<file path="src/rtl/sr_pkg.sv">
`timescale 1ns/1ps
package sr_pkg;
  localparam int SR_W  = 32;
  localparam int RC_W  = 12;
  localparam int IM_W  = 4;
  localparam int RF_W  = 2;

  localparam int MD_B  = 30;
  localparam int RB_B  = 29;
  localparam int BL_B  = 28;
  localparam int RC_LO = 16;
  localparam int DSP_B = 12;
  localparam int DMY_B = 11;
  localparam int DMX_B = 10;
  localparam int M_B   = 9;
  localparam int Q_B   = 8;
  localparam int IM_LO = 4;
  localparam int RF_LO = 2;
  localparam int S_B   = 1;
  localparam int T_B   = 0;

  // encoding is {privilege, dsp_enable}
  typedef enum logic [1:0] {
    MODE_USR  = 2'b00,
    MODE_DUSR = 2'b01,
    MODE_SUP  = 2'b10,
    MODE_DSUP = 2'b11
  } mode_e;

  function automatic logic [SR_W-1:0] fmask(int lo, int w);
    logic [SR_W-1:0] m;
    m = '0;
    for (int i = 0; i < SR_W; i++) begin
      if (i >= lo && i < lo + w) m[i] = 1'b1;
    end
    return m;
  endfunction

  localparam logic [SR_W-1:0] RC_M  = fmask(RC_LO, RC_W);
  localparam logic [SR_W-1:0] IM_M  = fmask(IM_LO, IM_W);
  localparam logic [SR_W-1:0] RF_M  = fmask(RF_LO, RF_W);
  localparam logic [SR_W-1:0] CTL_M = fmask(BL_B, 3);
  localparam logic [SR_W-1:0] BIT_M = fmask(DSP_B, 1) | fmask(DMY_B, 1) | fmask(DMX_B, 1)
                                    | fmask(M_B, 1) | fmask(Q_B, 1) | fmask(S_B, 1)
                                    | fmask(T_B, 1);
  localparam logic [SR_W-1:0] DEF_M  = CTL_M | RC_M | IM_M | RF_M | BIT_M;
  localparam logic [SR_W-1:0] DUSR_M = RC_M | fmask(DMY_B, 1) | fmask(DMX_B, 1) | RF_M;
  localparam logic [SR_W-1:0] RPT_M  = RC_M | RF_M;
  localparam logic [SR_W-1:0] RST_V  = CTL_M | IM_M;
endpackage

</file>
<file path="src/rtl/sr_mode_dec.sv">
`timescale 1ns/1ps
module sr_mode_dec
  import sr_pkg::*;
(
  input  logic            md_i,
  input  logic            dsp_i,
  input  logic            stc_i,
  input  logic            ldc_i,
  output mode_e           mode_o,
  output logic [SR_W-1:0] wmask_o,
  output logic            stc_ok_o,
  output logic            trap_o
);
  logic [SR_W-1:0] lmask;

  assign mode_o = mode_e'({md_i, dsp_i});

  always_comb begin
    unique case (mode_o)
      MODE_SUP, MODE_DSUP: lmask = DEF_M;
      MODE_DUSR:           lmask = DUSR_M;
      default:             lmask = '0;
    endcase
  end

  assign wmask_o  = ldc_i ? lmask : '0;
  assign stc_ok_o = stc_i && (mode_o != MODE_USR);
  assign trap_o   = (stc_i || ldc_i) && (mode_o == MODE_USR);
endmodule

</file>
<file path="src/rtl/sr_merge.sv">
`timescale 1ns/1ps
module sr_merge
  import sr_pkg::*;
(
  input  logic [SR_W-1:0] sr_i,
  input  logic [SR_W-1:0] wdata_i,
  input  logic [SR_W-1:0] wmask_i,
  input  logic            rpt_i,
  input  logic [RC_W-1:0] rpt_rc_i,
  input  logic [RF_W-1:0] rpt_rf_i,
  output logic [SR_W-1:0] sr_o
);
  logic [SR_W-1:0] ldc_v;
  logic [SR_W-1:0] rpt_v;

  assign ldc_v = (sr_i & ~wmask_i) | (wdata_i & wmask_i);

  always_comb begin
    rpt_v = '0;
    rpt_v[RC_LO +: RC_W] = rpt_rc_i;
    rpt_v[RF_LO +: RF_W] = rpt_rf_i;
  end

  // repeat setup overrides the write path on its fields
  assign sr_o = (rpt_i ? ((ldc_v & ~RPT_M) | rpt_v) : ldc_v) & DEF_M;
endmodule

</file>
<file path="src/rtl/sr_access_ctrl.sv">
`timescale 1ns/1ps
module sr_access_ctrl
  import sr_pkg::*;
(
  input  logic            clk_i,
  input  logic            rst_ni,
  input  logic            stc_req_i,
  input  logic            ldc_req_i,
  input  logic [SR_W-1:0] wdata_i,
  input  logic            rpt_req_i,
  input  logic [RC_W-1:0] rpt_rc_i,
  input  logic [RF_W-1:0] rpt_rf_i,
  output logic [SR_W-1:0] sr_o,
  output logic [SR_W-1:0] rdata_o,
  output logic            illegal_o
);
  logic [SR_W-1:0] sr_q, sr_d, rdata_q, wmask;
  logic            illegal_q, stc_ok, trap;
  mode_e           mode;

  sr_mode_dec u_dec (
    .md_i    (sr_q[MD_B]),
    .dsp_i   (sr_q[DSP_B]),
    .stc_i   (stc_req_i),
    .ldc_i   (ldc_req_i),
    .mode_o  (mode),
    .wmask_o (wmask),
    .stc_ok_o(stc_ok),
    .trap_o  (trap)
  );

  sr_merge u_merge (
    .sr_i    (sr_q),
    .wdata_i (wdata_i),
    .wmask_i (wmask),
    .rpt_i   (rpt_req_i),
    .rpt_rc_i(rpt_rc_i),
    .rpt_rf_i(rpt_rf_i),
    .sr_o    (sr_d)
  );

  always_ff @(posedge clk_i or negedge rst_ni) begin
    if (!rst_ni) begin
      sr_q      <= RST_V;
      rdata_q   <= '0;
      illegal_q <= 1'b0;
    end else begin
      sr_q      <= sr_d;
      illegal_q <= trap;
      if (stc_ok) rdata_q <= sr_q;
    end
  end

  assign sr_o      = sr_q;
  assign rdata_o   = rdata_q;
  assign illegal_o = illegal_q;

  // plain user writes do not touch the register
  p_user_keep_r4: assert property (@(posedge clk_i) disable iff (!rst_ni)
    (!sr_o[MD_B] && !sr_o[DSP_B] && ldc_req_i && !rpt_req_i) |=> $stable(sr_o));

  // trap pulse follows an access in plain user mode
  p_user_trap_r4: assert property (@(posedge clk_i) disable iff (!rst_ni)
    (!sr_o[MD_B] && !sr_o[DSP_B] && (ldc_req_i || stc_req_i)) |=> illegal_o);

  // no pulse without an offending request
  p_no_spurious_r4: assert property (@(posedge clk_i) disable iff (!rst_ni)
    !((!sr_o[MD_B] && !sr_o[DSP_B]) && (ldc_req_i || stc_req_i)) |=> !illegal_o);

  // read data is the register of the request cycle
  p_stc_data_r3: assert property (@(posedge clk_i) disable iff (!rst_ni)
    (stc_req_i && (sr_o[MD_B] || sr_o[DSP_B])) |=> (rdata_o == $past(sr_o)));

  // protected fields stay put in DSP user mode
  p_dusr_keep_r5: assert property (@(posedge clk_i) disable iff (!rst_ni)
    (!sr_o[MD_B] && sr_o[DSP_B] && ldc_req_i) |=> ((sr_o & ~DUSR_M) == $past(sr_o & ~DUSR_M)));

  // repeat setup values always land
  p_rpt_wins_r8: assert property (@(posedge clk_i) disable iff (!rst_ni)
    rpt_req_i |=> (sr_o[RC_LO +: RC_W] == $past(rpt_rc_i) && sr_o[RF_LO +: RF_W] == $past(rpt_rf_i)));

  // reserved bits never set
  p_resv_zero_r9: assert property (@(posedge clk_i) disable iff (!rst_ni)
    (sr_o & ~DEF_M) == '0);
endmodule

</file>
<file path="config.mk">
export PLATFORM = sky130hd
export DESIGN_NAME = sr_access_ctrl
export DESIGN_NICKNAME = d
export VERILOG_FILES = /design/src/rtl/sr_pkg.sv /design/src/rtl/sr_mode_dec.sv /design/src/rtl/sr_merge.sv /design/src/rtl/sr_access_ctrl.sv
export SDC_FILE = /design/constraint.sdc
export NUM_CORES = 1
export LEC_CHECK = 0
export ABC_AREA = 1
export ABC_CLOCK_PERIOD_IN_PS = 2150
export BUFFER_PORTS_ARGS = -buffer_cell sky130_fd_sc_hd__buf_2
export CORE_AREA = 2 2 75 77
export DETAILED_ROUTE_END_ITERATION = 8
export DIE_AREA = 0 0 77 79
export HOLD_SLACK_MARGIN = 0.06
export MAX_ROUTING_LAYER = met4
export PLACE_DENSITY = 0.82
export SYNTH_ARGS = -nofsm -noshare
export SYNTH_HDL_FRONTEND = slang
export SYNTH_SLANG_ARGS = --single-unit
</file>
<file path="constraint.sdc">
create_clock -name clk_i -period 2.15 [get_ports clk_i]
set_input_delay 0.1075 -clock clk_i [delete_from_list [all_inputs] [get_ports clk_i]]
set_output_delay 0.1075 -clock clk_i [all_outputs]
set_load 0.05 [all_outputs]
</file>
# == Yosys cells after proc, flatten, opt, wreduce, memory -nomap -nowiden ==
# Index checks and enable logic that the tools add are counted.
# totals
inputBits,51
regBits,57
word_cells,20
# classes
bitwise,5
muxes,3
reduce_logical,6
eq_ne,3
# ops
op,count
$and 31x31->31,2
$mux 31,2
$pmux 31 s2,1
$not 31->31,1
$or 31x28->31,1
$or 31x31->31,1
$eq 2x2->1 const B,2
$eq 2x1->1 const B,1
$logic_and 1x1->1,2
$logic_not 2->1,1
$reduce_bool 2->1,1
$reduce_or 2->1,1
$logic_or 1x1->1,1

# == Logic depth before layout (Yosys ltp) ==
# Gate-level depths: netlist (run 1).
# logic_depth
depth_word,9
depth_mapped,6
ltp_nobuf,5

# == By module ==
# A second synthesis (run 1) with hierarchy kept.
# unflattened
hier_cells,376
hier_area_um2,3085.5
# by_module_without_submodules
mod,seq_area_each_um2,n_inst,cells_per_inst,area_each_um2
sr_access_ctrl,1635.3,1,169,2127.0
sr_merge,0.0,1,162,669.4
sr_mode_dec,0.0,1,45,289.0

# == Worst setup path before layout (run 1) ==
# No wires, ideal clock.
# synth_path
path_type,flip-flop to flip-flop
startpoint,register with a tool-made name
endpoint,register with a tool-made name
stages_incl_launch_ff,6
path_buffers,2
synth_period_minus_slack_ns,1.151
slack_ns,0.999
arrival_ns,1.032
cell_sequence,dfstp_2 -> buf_4 -> nand2_2 -> buf_6 -> nand2_1 -> nand2_1

==> out/qor.txt, run 1 <==
vias in the first global route -> 2,207
Clock Latency Late Sink -> 330 ps
critical path cell sequence -> buf_2
P_leak -> 1.99 nW
RePlAce Congestion -> 0.871
drt first-iter violations -> 205
Buffers on Ports -> 103
detailed-route vias per instance -> 4.76
register area share after synthesis -> 56.4%
Final ANT Viol Nets -> 0
status -> finished, final reports clean
gr usage total -> 23.1%
Top FF cell, synth -> dfrtp_1
CORE AREA -> 0.00534 mm²
Power Dens Cells -> 1230 mW/mm²
Critical Path End Type -> output port
Chip Height -> 79 µm
# Post-CTS Setup Buffers -> 0
unrepaired setup endpoints after global routing -> false
# setup viols final -> 0
post-cts gate resize count -> 0
final core occ -> 66.4%
Final Skew -> 6.45 ps
routed wire length -> 6.68 mm
TritonCTS sink count -> 57
Multi-input gate area -> 880 µm²
startpoint types -> flop
synth unique cells -> 20
fmax -> 681 MHz
Final #Nets -> 475
Final Hold Vio Count -> 0
Initial Util -> 47.7%
n_diodes -> 0
drt wl/cell -> 13.3 µm
number of synthesized flops with an enable pin -> 0
cell-internal power -> 0.00246 W
largest net degree at the start of global routing -> 56
Setup TNS -> 0 ps
hold buffers post-CTS -> 28
Async SR Flop Fraction -> 100%
CTS tree -> yes
net switching power -> 0.00189 W
Sw Ratio -> 43.5%
Layout area overhead -> 39.3%
Mapped Area -> 0.00255 mm²
initial antenna violation count -> 0
Max-Slew Margin vs Limit -> 58.0%
#FFs+latches synth -> 57
DIE AREA -> 0.00608 mm²
Die W -> 77 µm
worst vdd ir -> 0.982 mV
gr ovfl total -> 0
First-pass DRT Iterations -> 4
crit-path max cell delay -> 710 ps
class of the worst hold path -> in2reg
Worst path top cell family by delay -> flip-flops
Reg area -> 0.00144 mm²
Mapped Avg Cell Area -> 8.52 µm²
slowest stage cell, crit path -> dfstp_2
first-pass GRT wire length -> 10.4 mm
Root Buffer -> clkbuf_8
maximum clock path buffer count -> 2
final worst-path cycle share -> 68.3%
fillers -> 477
CP max FO -> 13
Hold Startpoint -> rpt_rf_i[1]
Crit path buffers/inverters -> 1
Inserted Clock Buffers -> 9
Comb pwr share -> 38.9%
gate count after technology mapping -> 299
fraction of layout cells with a size suffix above 1 -> 31.9%
max-cap viol count -> 0
HPWL after DPL -> 4.21 mm
IO Count -> 116
sequential share of power -> 34.3%
DR DRC count -> 0
crit path time final -> 1470 ps
total number of vias -> 2,383
standard-cell rows -> 27
overall power -> 0.00435 W
critical path arrival -> 1360 ps
actual slew at the worst max-slew pin -> 630 ps
Reg clk slew, reported paths -> 60 ps
yosys synthesis warning count -> 0
Crit Path Class -> reg2out
Clock power frac -> 26.8%
final count of pins violating max slew -> 0
H-tree levels -> 3
CP required -> 2040 ps
[through the flow]
stage / setup WS [ps] / hold slack, ps / cells / area, µm²
after global routing: 616 / 82.0 / 501 / 3550
after detailed placement: 768 / -83.7 / 457 / 3030
final: 682 / 75.2 / 501 / 3550
after global placement: 787 / -85.5 / 457 / 3030
after floorplan: 999 / -188 / 306 / 2570
after CTS: 674 / 63.3 / 501 / 3550
[synth_stat cells (2+ instances only)]
master   instances  share of area, %
o21ai_0          2              0.39
dfrtp_1         50                49
nand2_1        103                15
o21ai_1          6               1.2
nand3_1         56                11
buf_2            8               1.6
inv_1           19               2.8
buf_4           15               4.4
dfstp_2          7               7.2
a21oi_2          2              0.69
nor2_1          19               2.8
inv_2            2              0.29
nor2_4           2              0.88
buf_6            2              0.88
[layout make-up]
cell class	instances	area share, %
clock buffers	12	4.66
clock inverters	4	2.08
inverters	21	2.22
multi-input cells	202	24.8
flip-flops and latches	57	40.5
well taps	72	2.54
repair buffers	133	23.2
[power groups by stage]
stage	Clock, W	Sequential [W]	Combinational (W)
after detailed placement	0	0.00151	0.00165
final	0.00117	0.00149	0.00169
after global placement	0	0.00150	0.00163
after CTS	0.00119	0.00149	0.00170
after floorplan	0	0.00237	0.000408
after global routing	0.00124	0.00153	0.00179
[final timing paths]
kind	endpoint	slack [ps]	cells past startpoint
max reg2reg	rdata_o[12]	750	5
min in group asynchronous	rdata_o[29]	120	2
min reg2reg	rdata_o[8]	460	2
max in group asynchronous	asynchronous set/reset pin	1490	3
min	flop	80	5
max	sr_o[30]	680	1
[placed cells by master, fill, tap and decap left out, drive strengths merged]
cell type / count
o21ai: 9
dfstp: 7
inv: 21
dlygate4sd3: 28
buf: 105
conb: 8
nor2: 21
a21oi: 3
clkinv: 2
nand2: 105
nand3: 56
clkbuf: 12
bufinv: 2
dfrtp: 50
[metal layers]
layer  share of wire (%)  vias up  global-route usage [%]
met5                   0        -                       -
met2                  50      100                    35.6
li1                    -     1172                       -
met4                 4.8        0                    16.8
met3                 4.6       31                    5.23
met1                  41     1080                    26.9
[kinds of logic after synthesis]
group | count (synthesis) | share of synthesized area, %
DFF | 57 | 56.4
buffers and inverters | 47 | 10.1
and+or+nand+nor | 182 | 30.6
AOI/OAI and AO/OA | 12 | 2.80
other | 1 | 0.147
No activity file was read; power rests on OpenSTA's default activity.
==> run 2: changes to the inputs <==
ABC_CLOCK_PERIOD_IN_PS = 1200   (was 2150)
CORE_AREA = 2 2 81 83   (was 2 2 75 77)
DIE_AREA = 0 0 83 85   (was 0 0 77 79)
PLACE_DENSITY = 0.75   (was 0.82)
clock period = 1.2 ns   (was 2.15 ns; I/O delays follow)
==> run 2 against run 1 <==
  * The flow now finishes with violations (negative setup slack)
  * Count of clock-buffer cells in the layout down 1
  * First-iteration DRC count up 17%
  * Non-clock buffer count up 27
  * Final cell count up 7.2%
  * Clock power up 53%
  * Register-to-register slack worse by 840 ps
  * Critical endpoint is now rdata_o[7]
==> out/qor.txt, run 2 (synthesis results as in run 1) <==
cell-internal power -> 0.00437 W (was 0.00246 W)
status -> finished with violations (was finished, final reports clean)
CP required -> 1420 ps (was 2040 ps)
RePlAce Congestion -> 0.868 (was 0.871)
Power Dens Cells -> 1950 mW/mm² (was 1230 mW/mm²)
Initial Util -> 41.0% (was 47.7%)
largest net degree at the start of global routing -> 58 (was 56)
initial antenna violation count -> 0 (unchanged)
Clock power frac -> 22.1% (was 26.8%)
critical path cell sequence -> nor2_4 -> clkinv_8 -> clkbuf_16 -> nand3_2 -> nand2_1 (was buf_2)
HPWL after DPL -> 4.59 mm (was 4.21 mm)
Final WS setup -> -85.8 ps (was 682 ps)
slowest stage cell, crit path -> dfrtp_2 (was dfstp_2)
Root Buffer -> clkbuf_8 (unchanged)
crit-path max cell delay -> 460 ps (was 710 ps)
Crit path buffers/inverters -> 2 (was 1)
failing checks -> negative setup slack
Final #Nets -> 506 (was 475)
Inserted Clock Buffers -> 9 (unchanged)
Chip Height -> 85 µm (was 79 µm)
n_diodes -> 0 (unchanged)
CP max FO -> 9 (was 13)
unrepaired setup endpoints after global routing -> true (was false)
First-pass DRT Iterations -> 4 (unchanged)
startpoint types -> flop (unchanged)
Final ANT Viol Nets -> 0 (unchanged)
standard-cell rows -> 29 (was 27)
CTS tree -> yes (unchanged)
max-cap viol count -> 0 (unchanged)
total number of vias -> 2,694 (was 2,383)
drt wl/cell -> 15.8 µm (was 13.3 µm)
Layout area overhead -> 62.9% (was 39.3%)
Critical Path End Type -> flop (was output port)
Clock Latency Late Sink -> 330 ps (about the same)
Post-Place Worst Slack -> -139 ps (was 768 ps)
gr ovfl total -> 0 (unchanged)
fmax -> 778 MHz
Crit Path Class -> reg2reg (was reg2out)
Buffers on Ports -> 103 (unchanged)
final core occ -> 66.8% (was 66.4%)
worst vdd ir -> 1.41 mV (was 0.982 mV)
Worst path top cell family by delay -> flip-flops (unchanged)
drt first-iter violations -> 239 (was 205)
maximum clock path buffer count -> 2 (unchanged)
P_leak -> 2.23 nW (was 1.99 nW)
Reg clk slew, reported paths -> 70 ps (was 60 ps)
final worst-path cycle share -> 107%
DIE AREA -> 0.00706 mm² (was 0.00608 mm²)
sequential share of power -> 33.9% (was 34.3%)
DR DRC count -> 0 (unchanged)
detailed-route vias per instance -> 5.02 (was 4.76)
routed wire length -> 8.51 mm (was 6.68 mm)
net switching power -> 0.00372 W (was 0.00189 W)
H-tree levels -> 3 (unchanged)
fraction of layout cells with a size suffix above 1 -> 43.3% (was 31.9%)
class of the worst hold path -> in2reg (unchanged)
Die W -> 83 µm (was 77 µm)
final count of pins violating max slew -> 0 (unchanged)
most frequent cells in the layout -> nand2_1 (99), buf_2 (95), dfrtp_1 (49) (was nand2_1 (103), buf_2 (103), nand3_1 (56))
Final Skew -> 11.4 ps (was 6.45 ps)
TritonCTS sink count -> 57 (unchanged)
most common cell after layout, fill and taps aside -> nand2_1
first-pass GRT wire length -> 12.1 mm (was 10.4 mm)
IO Count -> 116 (unchanged)
Final Hold Vio Count -> 0 (unchanged)
Comb pwr share -> 44.0% (was 38.9%)
vias in the first global route -> 2,492 (was 2,207)
# setup viols final -> 39 (was 0)
crit path time final -> 1290 ps
Sw Ratio -> 45.9% (was 43.5%)
critical path arrival -> 1510 ps (was 1360 ps)
gr usage total -> 22.3% (was 23.1%)
CORE AREA -> 0.00620 mm² (was 0.00534 mm²)
[run 2: cell types whose count changed in the layout (fill, tap and decap cells not counted), moves of 7 or more]
cell           change
buf_2              -8
buf_4              +9
buf_6              +7
dlygate4sd3_1     +11
nand3_1           -38
nand3_2           +38
[run 2: path summary, 6_finish.rpt]
path	slack, ps	cells past startpoint	end	startpoint
min	70	3	flop	rpt_req_i
max	-90	5	rdata_o[7]	flop
max reg2reg	-90	5	rdata_o[7]	flop
max in group asynchronous	630	3	asynchronous set/reset pin	rst_ni
min reg2reg	470	2	rdata_o[2]	rdata_o[2]
min in group asynchronous	250	3	asynchronous set/reset pin	rst_ni
[run 2: through the flow]
stage | cell area [µm²] | std cells | hold WS, ps | TNS (ps) | power (W)
finish | 4150 | 537 | 67.2 | -1480 | 0.00809
global route | 4150 | 537 | 68.3 | -3390 | 0.00844
CTS | 3790 | 529 | 61.8 | -316 | 0.00774
detailed placement | 3100 | 467 | 84.8 | -2810 | 0.00576
global placement | 3100 | 467 | 80.5 | -1490 | 0.00570
floorplan | 2570 | 306 | -236 | 0 | 0.00497
[run 2: layer usage]
layer  share of wire (%)  global-route usage, %  vias up
met4                 3.8                   11.3        0
li1                    -                      -     1241
met3                 4.5                   5.45       36
met5                   0                      -        -
met2                  52                   36.4      112
met1                  40                   25.6     1305
[run 2: tightest hold or removal path, delay by kind of cell]
kind / cells / cell delay (ps)
AND/OR/NAND/NOR: 2 / 150
buffers and inverters: 1 / 150
[run 2: what timing repair did]
item / CTS / global route
endpoints found under the setup margin: 47 / 47
setup buffers: 6 / 2
gates cloned: 1 / 6
hold buffers: 39 / 0
hold endpoints to repair: 84 / 0
resized for setup: 13 / 54
pin swaps: 2 / 17
[run 2: layout make-up]
class	count	area, µm²
fill	465	2060
clock inverter	5	55.1
clock buffer	11	141
sequential	57	1440
multi-input combinational	206	1160
inverter	21	91.3
tap	77	96.3
timing repair buffer	160	1170
[run 2: power groups by stage]
| stage | Combinational [W] | Clock (W) | Sequential, W |
|---|---|---|---|
| floorplan | 0.000731 | 0 | 0.00424 |
| global placement | 0.00300 | 0 | 0.00270 |
| detailed placement | 0.00304 | 0 | 0.00272 |
| CTS | 0.00324 | 0.00180 | 0.00269 |
| global route | 0.00374 | 0.00191 | 0.00279 |
| finish | 0.00356 | 0.00179 | 0.00274 |
